## config.mk

```make
export PLATFORM = sky130hd
export DESIGN_NAME = prefetch_core
export DESIGN_NICKNAME = d
export VERILOG_FILES = /design/src/rtl/pfc_pkg.sv /design/src/rtl/pfc_fetch.sv /design/src/rtl/pfc_regfile.sv /design/src/rtl/pfc_exec.sv /design/src/rtl/prefetch_core.sv
export SDC_FILE = /design/constraint.sdc
export NUM_CORES = 1
export LEC_CHECK = 0
export CAP_MARGIN = 20
export CELL_PAD_IN_SITES_DETAIL_PLACEMENT = 1
export CELL_PAD_IN_SITES_GLOBAL_PLACEMENT = 1
export CORE_MARGIN = 1.5
export CORE_UTILIZATION = 43
export DETAILED_ROUTE_END_ITERATION = 8
export GPL_TIMING_DRIVEN = 0
export PLACE_DENSITY = 0.76
export SYNTH_ARGS = -nofsm -noshare
export SYNTH_HDL_FRONTEND = slang
export SYNTH_SLANG_ARGS = --single-unit
```

## constraint.sdc

```tcl
create_clock -name clk -period 4.8 [get_ports clk]
set_input_delay 0.48 -clock clk [delete_from_list [all_inputs] [get_ports clk]]
set_output_delay 0.48 -clock clk [all_outputs]
set_load 0.05 [all_outputs]
```

## src/rtl/pfc_pkg.sv

```systemverilog
package pfc_pkg;
  localparam int IW = 16;

  typedef enum logic [3:0] {
    OP_NOP = 4'd0,
    OP_ADD = 4'd1,
    OP_SUB = 4'd2,
    OP_LDI = 4'd3,
    OP_JMP = 4'd4,
    OP_BRP = 4'd5,
    OP_BRZ = 4'd6,
    OP_BRE = 4'd7
  } opcode_e;

  function automatic logic [3:0] f_op(input logic [IW-1:0] w);
    return w[15:12];
  endfunction

  function automatic logic [1:0] f_hi(input logic [IW-1:0] w);
    return w[11:10];
  endfunction

  function automatic logic [1:0] f_mid(input logic [IW-1:0] w);
    return w[9:8];
  endfunction

  function automatic logic [1:0] f_lo(input logic [IW-1:0] w);
    return w[7:6];
  endfunction

  function automatic logic [7:0] f_imm(input logic [IW-1:0] w);
    return w[7:0];
  endfunction

  // Branch decision from opcode, current flags and register equality
  function automatic logic branch_decide(input logic [3:0] op, input logic s,
                                         input logic z, input logic eq);
    case (op)
      OP_JMP:  return 1'b1;
      OP_BRP:  return !s && !z;
      OP_BRZ:  return z;
      OP_BRE:  return eq;
      default: return 1'b0;
    endcase
  endfunction
endpackage

```

## src/rtl/pfc_fetch.sv

```systemverilog
module pfc_fetch #(
  parameter int PCW = 8
) (
  input  logic                  clk,
  input  logic                  rst_n,
  input  logic                  redirect,
  input  logic [PCW-1:0]        redirect_pc,
  input  logic [pfc_pkg::IW-1:0] imem_rdata,
  output logic [PCW-1:0]        imem_addr,
  output logic                  buf_valid,
  output logic [pfc_pkg::IW-1:0] buf_word,
  output logic [PCW-1:0]        buf_pc
);
  logic [PCW-1:0] pc_q;

  always_ff @(posedge clk or negedge rst_n) begin
    if (!rst_n) begin
      pc_q      <= '0;
      buf_valid <= 1'b0;
      buf_word  <= '0;
      buf_pc    <= '0;
    end else if (redirect) begin
      pc_q      <= redirect_pc;
      buf_valid <= 1'b0;
    end else begin
      buf_word  <= imem_rdata;
      buf_pc    <= pc_q;
      buf_valid <= 1'b1;
      pc_q      <= pc_q + 1'b1;
    end
  end

  assign imem_addr = pc_q;
endmodule

```

## src/rtl/pfc_regfile.sv

```systemverilog
module pfc_regfile #(
  parameter int DW   = 16,
  parameter int NREG = 4
) (
  input  logic                    clk,
  input  logic                    rst_n,
  input  logic [$clog2(NREG)-1:0] rs1_idx,
  input  logic [$clog2(NREG)-1:0] rs2_idx,
  output logic [DW-1:0]           rs1_data,
  output logic [DW-1:0]           rs2_data,
  input  logic                    we,
  input  logic [$clog2(NREG)-1:0] wd_idx,
  input  logic [DW-1:0]           wd_data
);
  logic [DW-1:0] regs [NREG];

  for (genvar g = 0; g < NREG; g++) begin : g_reg
    always_ff @(posedge clk or negedge rst_n) begin
      if (!rst_n)
        regs[g] <= '0;
      else if (we && (wd_idx == g))
        regs[g] <= wd_data;
    end
  end

  assign rs1_data = regs[rs1_idx];
  assign rs2_data = regs[rs2_idx];
endmodule

```

## src/rtl/pfc_exec.sv

```systemverilog
module pfc_exec #(
  parameter int DW  = 16,
  parameter int PCW = 8
) (
  input  logic                   valid,
  input  logic [pfc_pkg::IW-1:0] word,
  input  logic                   flag_s,
  input  logic                   flag_z,
  output logic [1:0]             rs1_idx,
  output logic [1:0]             rs2_idx,
  input  logic [DW-1:0]          rs1_data,
  input  logic [DW-1:0]          rs2_data,
  output logic                   wb_en,
  output logic [1:0]             wb_idx,
  output logic [DW-1:0]          wb_data,
  output logic                   flag_we,
  output logic                   taken,
  output logic [PCW-1:0]         target
);
  import pfc_pkg::*;

  logic [3:0]    op;
  logic [DW-1:0] sum;

  assign op = f_op(word);

  // Compare-and-branch reads the fields ahead of the ALU source fields
  always_comb begin
    if (op == OP_BRE) begin
      rs1_idx = f_hi(word);
      rs2_idx = f_mid(word);
    end else begin
      rs1_idx = f_mid(word);
      rs2_idx = f_lo(word);
    end
  end

  assign sum = (op == OP_SUB) ? rs1_data - rs2_data : rs1_data + rs2_data;

  always_comb begin
    wb_en   = 1'b0;
    flag_we = 1'b0;
    wb_idx  = f_hi(word);
    wb_data = sum;
    if (valid) begin
      case (op)
        OP_ADD, OP_SUB: begin
          wb_en   = 1'b1;
          flag_we = 1'b1;
        end
        OP_LDI: begin
          wb_en   = 1'b1;
          wb_data = DW'(f_imm(word));
        end
        default: ;
      endcase
    end
  end

  assign taken  = valid && branch_decide(op, flag_s, flag_z, rs1_data == rs2_data);
  assign target = PCW'(f_imm(word));
endmodule

```

## src/rtl/prefetch_core.sv

```systemverilog
module prefetch_core #(
  parameter int DW  = 16,
  parameter int PCW = 8
) (
  input  logic                   clk,
  input  logic                   rst_n,
  output logic [PCW-1:0]         imem_addr,
  input  logic [pfc_pkg::IW-1:0] imem_rdata,
  output logic                   retire_valid,
  output logic [PCW-1:0]         retire_pc,
  output logic                   retire_taken,
  output logic                   wb_en,
  output logic [1:0]             wb_idx,
  output logic [DW-1:0]          wb_data,
  output logic                   flag_sign,
  output logic                   flag_zero
);
  logic                   buf_valid;
  logic [pfc_pkg::IW-1:0] buf_word;
  logic [PCW-1:0]         buf_pc;
  logic                   redirect;
  logic [PCW-1:0]         redir_pc;
  logic [1:0]             rs1_idx, rs2_idx;
  logic [DW-1:0]          rs1_data, rs2_data;
  logic                   flag_we;

  pfc_fetch #(.PCW(PCW)) u_fetch (
    .clk(clk), .rst_n(rst_n),
    .redirect(redirect), .redirect_pc(redir_pc),
    .imem_rdata(imem_rdata), .imem_addr(imem_addr),
    .buf_valid(buf_valid), .buf_word(buf_word), .buf_pc(buf_pc)
  );

  pfc_regfile #(.DW(DW), .NREG(4)) u_rf (
    .clk(clk), .rst_n(rst_n),
    .rs1_idx(rs1_idx), .rs2_idx(rs2_idx),
    .rs1_data(rs1_data), .rs2_data(rs2_data),
    .we(wb_en), .wd_idx(wb_idx), .wd_data(wb_data)
  );

  pfc_exec #(.DW(DW), .PCW(PCW)) u_exec (
    .valid(buf_valid), .word(buf_word),
    .flag_s(flag_sign), .flag_z(flag_zero),
    .rs1_idx(rs1_idx), .rs2_idx(rs2_idx),
    .rs1_data(rs1_data), .rs2_data(rs2_data),
    .wb_en(wb_en), .wb_idx(wb_idx), .wb_data(wb_data),
    .flag_we(flag_we), .taken(redirect), .target(redir_pc)
  );

  always_ff @(posedge clk or negedge rst_n) begin
    if (!rst_n) begin
      flag_sign <= 1'b0;
      flag_zero <= 1'b0;
    end else if (flag_we) begin
      flag_sign <= wb_data[DW-1];
      flag_zero <= (wb_data == '0);
    end
  end

  assign retire_valid = buf_valid;
  assign retire_pc    = buf_pc;
  assign retire_taken = redirect;
endmodule

```

==> flow_summary.toml <==
[route]
avgViaCountPerCell = 6.057
routed_wl_mm = 22.09
drtIter0Drc = 316
vias = 5336
route.detailed.drc = 0
antenna_left = 0
drt_pass1_iterations = 4
wl_per_cell_um = 25.08

[critical_path]
crit_path_end_kind = "primary output"
crit_buf_inv = 4
arrival_ns = 4.40
crit_path_start_kind = "flop"
crit_required_ns = 4.32
cp_max_fo = 6
max_stage_delay_ns = 0.55
worstPathCellList = "nor2b_4 -> nand3_4 -> mux2i_4 -> buf_8 -> mux4_2 -> inv_2 -> buf_4 -> ha_4 -> o21bai_4 -> a221oi_2 -> nand2_1 -> a211o_1 -> a211oi_2 -> o32ai_4 -> xnor2_2 -> nor2_2 -> buf_6"
cpMaxStageDelayCell = "mux4_2"
rrSetupSlack_ns = 0.02
cp_top_family = "compound AO/OA/AOI/OAI gates"
crit_type = "flop to primary output"

[sta]
skew_ns = 0.01387
worstMarginPinSlew_ns = 1.197
post-route-min-period_ns = 4.876
fin_crit_sh_pct = 101.6
setup_viol = 3
fmax_mhz = 205.1
slew_violations = 0
finalHoldViolCount = 0
fin_ws_ns = -0.07618
rsz0062_at_grt = "true"
slew_headroom_pct = 19.92

[cells_and_area]
fin_area_um2 = 8492
drive_gt1_share_pct = 37.88
syn2layout_area_growth_pct = 30.70
layout_common_cells = "dfrtp_1 (99), buf_4 (52), mux2_2 (51)"
layout.cells.most_common = "dfrtp_1"
fin_util_pct = 57.99
finalNetCount = 744
antenna_cells = 0

[outcome]
status = "finished with violations"
violations = "setup timing"

[global_routing]
grt_pass1_vias = 5824
grt_util_all_layers_pct = 27.53
grt_antenna_before_repair = 0
grt_max_degree = 76
overflow = 0
grt_pass1_wl_mm = 33.49

[logic_synthesis]
yosys-top-cells-area = "dfrtp_1 (38%), mux4_2 (11%), mux2_2 (8.8%)"
syn_inst = 580
ys_seq_elements = 99
ys.flop_type = "dfrtp_1"
synth_area_per_cell_um2 = 11.20
seq_area_frac_synth_pct = 38.13
yosys.area.top_type = "dfrtp_1"
ys_types = 63
synth_edf_count = 0
synthDominantCellAreaShare_pct = 38.13
syn_area_um2 = 6497
ys.warnings.count = 0
syn_nets = 632
synth-async-reset-ratio_pct = 100.0

[clock_network]
insertion_delay_ns = 0.36
holdBufCountCts = 0
clockBufferDepth = 2
cts_tree = "yes"
cts.sinks = 99
numCtsBuffers = 9
clkTransAtPathRegs_ns = 0.07
root_buffer = "clkbuf_16"
cts_max_level = 3

[job]
drv_cap = 0

[die]
die_w_um = 125.9
coreArea_um2 = 14640
dieArea_um2 = 15860
start_util_pct = 44.37
die_y_um = 125.9
io_pins = 57
placement_rows = 44

[placed_design]
placed_area_um2 = 7341
gp_congestion = 0.8902
hpwl_mm = 14.26
io_buffers = 56

[hold_path]
min_path_type = "input pin to async pin"
## repair_timing
item | 4_1_cts | 5_1_grt
gates resized for setup | 142 | 64
setup buffers | 24 | 23
pin swaps | 19 | 33
setup endpoints to repair | 96 | 14
## sequential cells by signal (all words and copies together), names as in the netlist
name / flops
flag_sign: 1
flag_zero: 1
u_fetch.buf_pc: 8
u_fetch.buf_valid: 1
u_fetch.buf_word: 16
u_fetch.imem_addr: 8
u_rf.regs: 64
## cell type report
cell class / count / area [um2]
Fill cell: 1511 / 6152
Multi-Input combinational cell: 410 / 4175
Sequential cell: 99 / 2477
Timing Repair Buffer: 104 / 955.9
Clock buffer: 11 / 232.7
Tap cell: 184 / 230.2
Buffer: 27 / 203.9
Inverter: 41 / 153.9
Clock inverter: 5 / 62.56
## layer usage
metal | up-vias | part of all wire [%] | routed length [um] | GRT usage [%]
li1 | 2335 | - | - | -
met1 | 2821 | 42 | 9381 | 34.92
met2 | 136 | 51 | 11250 | 47.83
met3 | 44 | 4.0 | 874 | 4.715
met4 | 0 | 2.7 | 586 | 9.466
met5 | - | 0 | 0 | 0
## synth_stat cells, types with 7 or more instances
cell type,n
nand2_1,39
nand3_1,9
ha_1,32
nor2b_1,7
mux2_4,17
o31ai_1,9
mux4_2,31
o21ai_0,28
clkbuf_1,18
mux2_2,51
mux2i_1,8
inv_1,41
xnor2_1,10
nor3_1,12
a21oi_1,24
xor2_1,7
nor2_1,38
dfrtp_1,99
## final timing paths
check | depth (start not counted) | to | start
worst max register to register | 19 | flag_zero | u_fetch.buf_word[15]
max in group asynchronous | 2 | u_rf.regs[47] | rst_n
min in group clk | 2 | u_fetch.imem_addr[2] | u_fetch.buf_word[2]
worst min register to register | 2 | u_fetch.imem_addr[2] | u_fetch.buf_word[2]
worst max-delay path | 17 | wb_data[15] | u_fetch.buf_word[15]
worst min-delay path | 1 | u_fetch.buf_pc[2] | rst_n
## metrics by stage
step / setup WS [ns] / std cells / hold slack [ns] / setup TNS (ns)
floorplan: -0.06769 / 580 / 0.1844 / -0.06769
CTS: 0.003050 / 860 / 0.04206 / 0
global placement: -1.641 / 820 / 0.4763 / -72.00
global route: -0.1905 / 881 / 0.06071 / -1.544
detailed placement: -1.677 / 821 / 0.4169 / -49.32
finish: -0.07618 / 881 / 0.03652 / -0.1118
## logic make-up (layout without fill, tap and decap cells)
| family | Yosys count | count (layout) | synth area share, % |
|---|---|---|---|
| xor+xnor | 19 | 19 | 2.792 |
| fa+ha+maj | 34 | 34 | 6.778 |
| compound gates | 107 | 107 | 10.61 |
| mux | 111 | 111 | 26.11 |
| simple gates | 139 | 139 | 10.82 |
| flops | 99 | 99 | 38.13 |
| buf+inv | 71 | 188 | 4.756 |
Power is not shown: default switching activity piles up to over one toggle a cycle in this logic, so the estimate is an artifact.
